### src/rtl/macc_pkg.sv
package macc_pkg;

  typedef enum logic [1:0] {
    CLS_MUL = 2'b00,
    CLS_NEG = 2'b01,
    CLS_ADD = 2'b10,
    CLS_SUB = 2'b11
  } opClass_e;

  // Strobes from the control decoder to the datapath.
  typedef struct packed {
    logic     doOp;
    logic     isUnsigned;
    opClass_e cls;
    logic     retHi;
    logic     loadHi;
    logic     loadLo;
  } maccStrobe_t;

endpackage

### src/rtl/macc_ctrl.sv
module macc_ctrl
  import macc_pkg::*;
(
  input  logic        reqValid,
  input  logic [3:0]  opCode,
  input  logic        wrEn,
  input  logic        wrSelHi,
  output maccStrobe_t strobe
);

  opClass_e codeCls;
  logic     reservedCode;

  assign codeCls      = opClass_e'(opCode[1:0]);
  // Product class exists only with HI return.
  assign reservedCode = (codeCls == CLS_MUL) && !opCode[3];

  always_comb begin
    strobe.doOp       = reqValid && !reservedCode;
    strobe.isUnsigned = opCode[2];
    strobe.cls        = codeCls;
    strobe.retHi      = opCode[3];
    // An accepted operation takes precedence over the load port.
    strobe.loadHi     = wrEn &&  wrSelHi && !strobe.doOp;
    strobe.loadLo     = wrEn && !wrSelHi && !strobe.doOp;
  end

endmodule

### src/rtl/macc_datapath.sv
module macc_datapath
  import macc_pkg::*;
#(
  parameter int W = 32
) (
  input  logic         clk,
  input  logic         rst,
  input  maccStrobe_t  strobe,
  input  logic [W-1:0] opA,
  input  logic [W-1:0] opB,
  input  logic [W-1:0] wrData,
  output logic [W-1:0] hiQ,
  output logic [W-1:0] loQ,
  output logic [W-1:0] resData,
  output logic         resValid
);

  localparam int AW = 2 * W;

  logic [AW-1:0] extA, extB, product, base, accNext;
  logic          doSub, retHiS, loadHiS, loadLoS, doOpS;

  assign doOpS   = strobe.doOp;
  assign retHiS  = strobe.retHi;
  assign loadHiS = strobe.loadHi;
  assign loadLoS = strobe.loadLo;

  // Operand extension: sign or zero fill of the upper half.
  assign extA = strobe.isUnsigned ? {{W{1'b0}}, opA} : {{W{opA[W-1]}}, opA};
  assign extB = strobe.isUnsigned ? {{W{1'b0}}, opB} : {{W{opB[W-1]}}, opB};

  // Low AW bits of the extended product are exact for both forms.
  assign product = extA * extB;

  always_comb begin
    base  = '0;
    doSub = 1'b0;
    unique case (strobe.cls)
      CLS_MUL: begin base = '0;          doSub = 1'b0; end
      CLS_NEG: begin base = '0;          doSub = 1'b1; end
      CLS_ADD: begin base = {hiQ, loQ};  doSub = 1'b0; end
      CLS_SUB: begin base = {hiQ, loQ};  doSub = 1'b1; end
    endcase
    accNext = doSub ? (base - product) : (base + product);
  end

  always_ff @(posedge clk) begin
    if (rst) begin
      hiQ      <= '0;
      loQ      <= '0;
      resData  <= '0;
      resValid <= 1'b0;
    end else begin
      resValid <= doOpS;
      if (doOpS) begin
        hiQ     <= accNext[AW-1:W];
        loQ     <= accNext[W-1:0];
        resData <= retHiS ? accNext[AW-1:W] : accNext[W-1:0];
      end else begin
        if (loadHiS) hiQ <= wrData;
        if (loadLoS) loQ <= wrData;
      end
    end
  end


  ret_half_chk: assert property (@(posedge clk) disable iff (rst)
    resValid |-> (resData == ($past(retHiS) ? hiQ : loQ)));


  pulse_follows_req_chk: assert property (@(posedge clk) disable iff (rst)
    doOpS |=> resValid);


  load_yields_chk: assert property (@(posedge clk) disable iff (rst)
    doOpS |-> !(loadHiS || loadLoS));


  load_onehot_chk: assert property (@(posedge clk) disable iff (rst)
    $onehot0({loadHiS, loadLoS}));


  idle_hold_chk: assert property (@(posedge clk) disable iff (rst)
    (!$past(rst) && !$past(doOpS) && !$past(loadHiS) && !$past(loadLoS))
      |-> ($stable(hiQ) && $stable(loQ) && !resValid));


  reset_clear_chk: assert property (@(posedge clk)
    $past(rst) |-> (hiQ == '0 && loQ == '0 && resData == '0 && !resValid));

endmodule

### src/rtl/macc_hilo_unit.sv
module macc_hilo_unit
  import macc_pkg::*;
#(
  parameter int W = 32
) (
  input  logic         clk,
  input  logic         rst,
  input  logic         reqValid,
  input  logic [3:0]   opCode,
  input  logic [W-1:0] opA,
  input  logic [W-1:0] opB,
  input  logic         wrEn,
  input  logic         wrSelHi,
  input  logic [W-1:0] wrData,
  output logic         resValid,
  output logic [W-1:0] resData,
  output logic [W-1:0] hiOut,
  output logic [W-1:0] loOut
);

  maccStrobe_t strobe;

  macc_ctrl u_ctrl (
    .reqValid (reqValid),
    .opCode   (opCode),
    .wrEn     (wrEn),
    .wrSelHi  (wrSelHi),
    .strobe   (strobe)
  );

  macc_datapath #(.W(W)) u_dp (
    .clk      (clk),
    .rst      (rst),
    .strobe   (strobe),
    .opA      (opA),
    .opB      (opB),
    .wrData   (wrData),
    .hiQ      (hiOut),
    .loQ      (loOut),
    .resData  (resData),
    .resValid (resValid)
  );

endmodule

### config.mk
export PLATFORM = sky130hd
export DESIGN_NAME = macc_hilo_unit
export DESIGN_NICKNAME = d
export VERILOG_FILES = /design/src/rtl/macc_pkg.sv /design/src/rtl/macc_ctrl.sv /design/src/rtl/macc_datapath.sv /design/src/rtl/macc_hilo_unit.sv
export SDC_FILE = /design/constraint.sdc
export NUM_CORES = 2
export LEC_CHECK = 0
export ABC_AREA = 1
export BUFFER_PORTS_ARGS = -buffer_cell sky130_fd_sc_hd__clkbuf_2
export CAP_MARGIN = 20
export CORE_MARGIN = 4
export CORE_UTILIZATION = 40
export CTS_BUF_LIST = sky130_fd_sc_hd__clkbuf_8
export CTS_CLUSTER_DIAMETER = 40
export DETAILED_ROUTE_END_ITERATION = 6
export PLACE_DENSITY = 0.61
export SYNTH_ARGS = -nofsm -noshare
export SYNTH_HDL_FRONTEND = slang
export SYNTH_SLANG_ARGS = --single-unit
### constraint.sdc
create_clock -name clk -period 42.9 [get_ports clk]
set_clock_uncertainty 0.15 [all_clocks]
set_input_delay 8.58 -clock clk [delete_from_list [all_inputs] [get_ports clk]]
set_output_delay 8.58 -clock clk [all_outputs]
set_load 0.05 [all_outputs]
After elaboration in Yosys (flattened, before gate mapping). Index checks and enable logic that the tools add are counted.

Add/sub/neg operators: 2. $mul: 1. Div/mod/pow operators: 0. $lt $le $gt $ge: 0. Equality and inequality tests: 3. Shift-type cells: 0. Multiplexer cells: 10. Bitwise operators: 0. Reduce and logical (&&, ||, !) cells: 17.

Operators with widths (count): 64-bit two-way mux (3); 32-bit two-way mux (5); 64-bit one-hot mux with 2 select lines (1); 64-bit adder (1); 64-bit by 64-bit multiplier with 64-bit output (1); 64-bit subtractor (1); 2-bit OR reduction (4); 1-bit logical AND (6); 2-bit == test (second input constant) (2); 1-bit logical NOT (4); 2-bit nonzero test (2); 2-bit by 1-bit == test with 1-bit output (second input constant) (1); 2-bit logical NOT (1); 1-bit one-hot mux with 2 select lines (1).

Flip-flop bits (word level): 97. Latch bits: 0. RAM bits: 0. Memory bits (read-only): 0. Bits of input ports: 105. Output and inout port bits: 97. Logic and storage cells: 37. Memories kept: 0.

Logic depth before layout (Yosys ltp).
Depth after elaboration: 8. Mapped depth: 62. Mapped depth without buffers: 61.

Hierarchy. From an unflattened synthesis, not the netlist that was laid out.

Cells, all modules: 8061. Area, all modules: 61117.4 um2.

By module, submodules not included: macc_datapath (times used 1, cells each 8048, area an instance 61044.8 um2, seq. area each 1941.9 um2); macc_ctrl (times used 1, cells each 13, area an instance 72.6 um2, seq. area each 0.0 um2).

Least setup slack after synthesis. No wires, ideal clock.

Path type: in2reg. Start: input opCode[2]. End: register u_dp.resData[31]. Setup time: 70 ps. Data arrival time: 19210 ps. Data required time: 42680 ps. Path slack: 23469 ps. Stages: 52. Path buffers: 3. Path through: clkbuf_1 -> clkbuf_1 -> clkbuf_1 -> nor2_1 -> fa_1 -> fa_1 -> fa_1 -> inv_1 -> fa_1 -> fa_1 -> fa_1 -> inv_1 -> fa_1 -> inv_1 -> fa_1 -> inv_1 -> fa_1 -> inv_1 -> (+16 left out) -> nand2_1 -> nand2_1 -> ha_1 -> nand2_1 -> nor2_1 -> inv_1 -> nor4_1 -> nand2_1 -> nor4_1 -> a21oi_1 -> nand3b_1 -> nand2_1 -> inv_1 -> nand4_1 -> nand2_1 -> nand2_1 -> nand2_1 -> a21oi_1.

Word-level cells in the longest chain between the ends: 5. Elaborated cells on any way between the ends: 7. Classes of those cells: add/sub: 2; mul: 1; mux: 4.

Ends and longest elaborated chain: from (decl) (line macc_hilo_unit.sv:9) `input logic [3:0] opCode,`; 64-bit two-way mux (on tied branches) (line macc_datapath.sv:29, macc_datapath.sv:30); 64-bit by 64-bit multiplier with 64-bit output (*) (line macc_datapath.sv:33) `assign product = extA * extB;`; 64-bit adder or 64-bit subtractor (tied branches) (line macc_datapath.sv:44) `accNext = doSub ? (base - product) : (base + product);`; 64-bit two-way mux (*) (line macc_datapath.sv:44); 32-bit two-way mux (*) (line macc_datapath.sv:58) `resData <= retHiS ? accNext[AW-1:W] : accNext[W-1:0];`; to (signal assigned) (line macc_datapath.sv:58); to (decl) (line macc_datapath.sv:14) `output logic [W-1:0] resData,`.

Every way passes the cells marked *; elsewhere a longest branch is shown, timed or not. A chain may end at the register's enable or synchronous reset.

Final worst setup path.
Start: input opA[31]. End: register u_dp.resData[30].

Word-level cells in the longest chain between the ends: 5. Elaborated cells on any way between the ends: 6. Classes of those cells: add/sub: 2; mul: 1; mux: 3.

Ends and longest elaborated chain: from (decl) (line macc_hilo_unit.sv:10) `input logic [W-1:0] opA,`; 64-bit two-way mux (*) (line macc_datapath.sv:29) `assign extA = strobe.isUnsigned ? {{W{1'b0}}, opA} : {{W{opA[W-1]}}, opA};`; 64-bit by 64-bit multiplier with 64-bit output (*) (line macc_datapath.sv:33); 64-bit adder or 64-bit subtractor (tied branches) (line macc_datapath.sv:44); 64-bit two-way mux (*) (line macc_datapath.sv:44); 32-bit two-way mux (*) (line macc_datapath.sv:58).

Marks and branches as above.

==> key figures <==
Run status
  • Status: finished, final reports clean

Clocking
  • Max Root-Sink Buffers: 2
  • Hold_buf cts: 0
  • Clk root buf: clkbuf_8
  • CTS tree: built
  • Total CTS buffers: 9
  • Setup Fix Bufs, Post-CTS: 0
  • H-tree Lvls: 3
  • Clk_lat worst skew: slightly above 400 ps
  • Clock slew at reported path FFs: 100 ps
  • Clock sink total: 97
  • PostCTS Resize Cnt: 0

Hold path
  • Worst Hold Depth: 2
  • Worst min path class: reg -> reg
  • Hold Path End: u_dp.resData[3]
  • Hold path start: u_dp.resData[3]

Run
  • MaxCap Viol Count: 0

Die
  • Full die area: approximately 160000 sq um
  • Vert. Die Dim: roughly 400 um
  • Core area: 151000 sq um
  • Die width: about 400 um
  • # IOs: 202
  • Row Count: 142
  • Starting Density: 0.404

STA
  • # setup viols final: 0
  • Slew margin rel.: 0.273
  • Tcrit/Tclk final: 0.502
  • Final Max Tran Viols: 0
  • Tmin final: approximately 22000 ps
  • Final hold violations: 0
  • Max Clk Rate: approximately 46 MHz
  • Setup TNS: 0 ps
  • Worst Max-Slew Pin Slew: 1080 ps
  • RSZ-0062 raised after global routing: no

Synthesis
  • Net Count, Synth: 9923
  • Ys flop type: dfxtp_1
  • Mapped Cells: approximately 8000
  • Yosys warns: 0
  • Cell variety after synth: 55
  • Synth Register Bits: between 90 and 100
  • EDFF count, synth: 0
  • Async S/R FF share, synth: 0
  • Average cell area after synthesis: approximately 7.6 sq um
  • Seq/Total Area, Yosys: 0.0319
  • Mapped Area: 60900 sq um

Drt
  • Vias: a little under 50000
  • WL/cell: roughly 19 um
  • DRT antenna net count: 0
  • DR pass1 iterations: 6
  • Drt initial violations: between 3000 and 4000
  • DRC Markers: 0
  • Vias per Instance: ~4.9
  • Final WL: 191000 um

Placed design
  • Dpl hpwl: between 150000 and 200000 um
  • Placer congestion estimate: approximately 0.96
  • Port Buffer Count: 201

Setup path
  • Crit-path max FO: 33
  • Startpoint Class: input port
  • Worst path top cell family by delay: adder cells
  • Path type of the worst setup path: in -> reg
  • Worst Setup End Kind: flop
  • Worst EP required: between 40000 and 50000 ps
  • Buf/Inv on CP: 8
  • Most used cell, CP: fa_1
  • Number of cells on the worst reg-to-reg path: 23
  • Worst flop-to-flop path endpoint: u_dp.resData[30]
  • Reg2reg setup slack: ~39000 ps
  • FF-to-FF Start: u_dp.loQ[0]
  • Largest stage delay, worst path: 740 ps
  • CP startpoint: opA[31]
  • Slowest cell on crit path: fa_1
  • Arr. time, crit path: 21650 ps

Final layout
  • # nets final: between 9000 and 10000
  • Area growth syn-to-layout: 5.22%
  • Layout cell share with drive strength beyond 1: 0.0503

Global routing
  • First-pass GRT wire length: between 300000 and 400000 um
  • Vias in the first global route: between 50000 and 60000
  • Total gr overflow: 0
  • Largest net degree at the start of global routing: 66
  • Antenna violations before repair: 3
  • Gr usage total: 0.247
[kinds of logic after synthesis]
family / Yosys count / share of synthesized area
AND/OR/NAND/NOR: 2539 / 0.170
flip-flops: 97 / 0.0319
adder cells (fa/ha/maj): 1797 / 0.546
buffers and inverters: 2847 / 0.176
AO/OA/AOI/OAI: 572 / 0.0525
XOR/XNOR: 169 / 0.0247
[through the flow]
| stage | setup slack (ps) | instances | hold slack (ps) | cell area, sq um | utilization |
|---|---|---|---|---|---|
| after global placement | 21190 | 10029 | 307 | 63900 | 0.424 |
| final | 21370 | 10049 | 320 | 64100 | 0.426 |
| after global routing | 20660 | 10048 | 340 | 64100 | 0.426 |
| after detailed placement | 21280 | 10029 | 308 | 63900 | 0.424 |
| after CTS | 21680 | 10045 | 323 | 64100 | 0.425 |
| after floorplan | 23470 | 8021 | 540 | 60900 | - |
[layout make-up]
class                           instances  area [sq um]
Antenna cell                            3          7.51
Timing Repair Buffer                  263          1490
Tap cell                             2016          2520
Clock inverter                          7          40.0
Fill cell                           15631         86500
Clock buffer                            9           124
Multi-Input combinational cell       5077         48300
Inverter                             2577          9670
Sequential cell                        97          1940
[cell usage after synthesis (3+ instances only)]
library cell,number,share of area
inv_1,2553,0.16
nand2_1,1867,0.11
fa_1,1434,0.47
ha_1,363,0.075
nor2_1,343,0.021
clkbuf_1,251,0.015
a21oi_1,214,0.018
o21ai_0,212,0.017
nand3_1,142,0.012
xor2_1,101,0.015
dfxtp_1,97,0.032
xnor2_1,65,0.0093
nand4_1,45,0.0046
a31oi_1,38,0.0039
o21a_1,30,0.0037
nand2_2,24,0.0025
inv_2,23,0.0014
nor2_2,19,0.0020
nor3_1,18,0.0015
buf_1,15,0.00092
o211ai_1,15,0.0018
nor4_1,14,0.0014
or2_2,14,0.0014
a21o_1,13,0.0016
nand3b_1,10,0.0012
nor2_4,10,0.0018
nand3_2,9,0.0015
o21bai_1,8,0.00099
o21ai_1,7,0.00057
o31ai_1,7,0.00086
a21oi_2,6,0.00086
nand2_4,6,0.0011
a21boi_0,5,0.00062
or2_1,5,0.00051
a211oi_1,4,0.00049
and3_1,4,0.00041
nor3_4,3,0.00080
xor2_2,3,0.00080
[sequential cells by signal, summed over array words and instances (netlist names)]
register and flops:
u_dp.resData 32, u_dp.hiQ 32, u_dp.loQ 32, u_dp.resValid 1
[worst max-delay path by stage]
stage / slack [ps] / end / cells after the start
3_5_place_dp: 21280 / u_dp.resData[30] / 44
6_report: 21370 / u_dp.resData[30] / 46
3_3_place_gp: 21190 / u_dp.resData[30] / 45
5_1_grt: 20660 / u_dp.resData[31] / 51
2_1_floorplan: 23470 / u_dp.resData[31] / 52
4_1_cts: 21680 / u_dp.resData[30] / 44
[worst reg2reg max path: cells and delay by family, from the launching register on]
| kind | cells | cell delay (ps) |
|---|---|---|
| buffers and inverters | 3 | 240 |
| xor gates and xnor gates | 1 | 390 |
| AOI/OAI and AO/OA | 4 | 980 |
| adders and majority gates | 2 | 610 |
| DFF | 1 | 350 |
| and+or+nand+nor | 13 | 1530 |
[metal layers]
| layer | track usage | wire [um] | part of all wire | up-vias |
|---|---|---|---|---|
| li1 | - | - | - | 22677 |
| met1 | 0.319 | 78600 | 0.41 | 24749 |
| met2 | 0.442 | 96400 | 0.50 | 1460 |
| met3 | 0.0215 | 9930 | 0.052 | 329 |
| met4 | 0.0690 | 6390 | 0.033 | 0 |
| met5 | 0 | 0 | 0 | - |
[placed cells by master, fill, tap and decap left out, types with 4 or more instances in the layout]
cell and instances:
inv_1 2555, nand2_1 1867, fa_1 1434, ha_1 363
nor2_1 342, a21oi_1 213, o21ai_0 212, clkbuf_2 201
nand3_1 142, xor2_1 101, dfxtp_1 97, xnor2_1 65
buf_4 61, nand4_1 45, a31oi_1 38, o21a_1 30
nand2_2 24, inv_2 23, nor2_2 20, nor3_1 18
o211ai_1 15, or2_2 14, nor4_1 14, a21o_1 13
nand3b_1 10, nor2_4 10, nand3_2 9, clkbuf_8 9
o21bai_1 8, o21ai_1 7, nand2_4 6, a21oi_2 6
o31ai_1 6, or2_1 5, a21boi_0 5, a211oi_1 4
and3_1 4
Power is left out: the tool's default activity adds up to more than one toggle a clock period on the data nets, which glitch-free logic cannot reach.
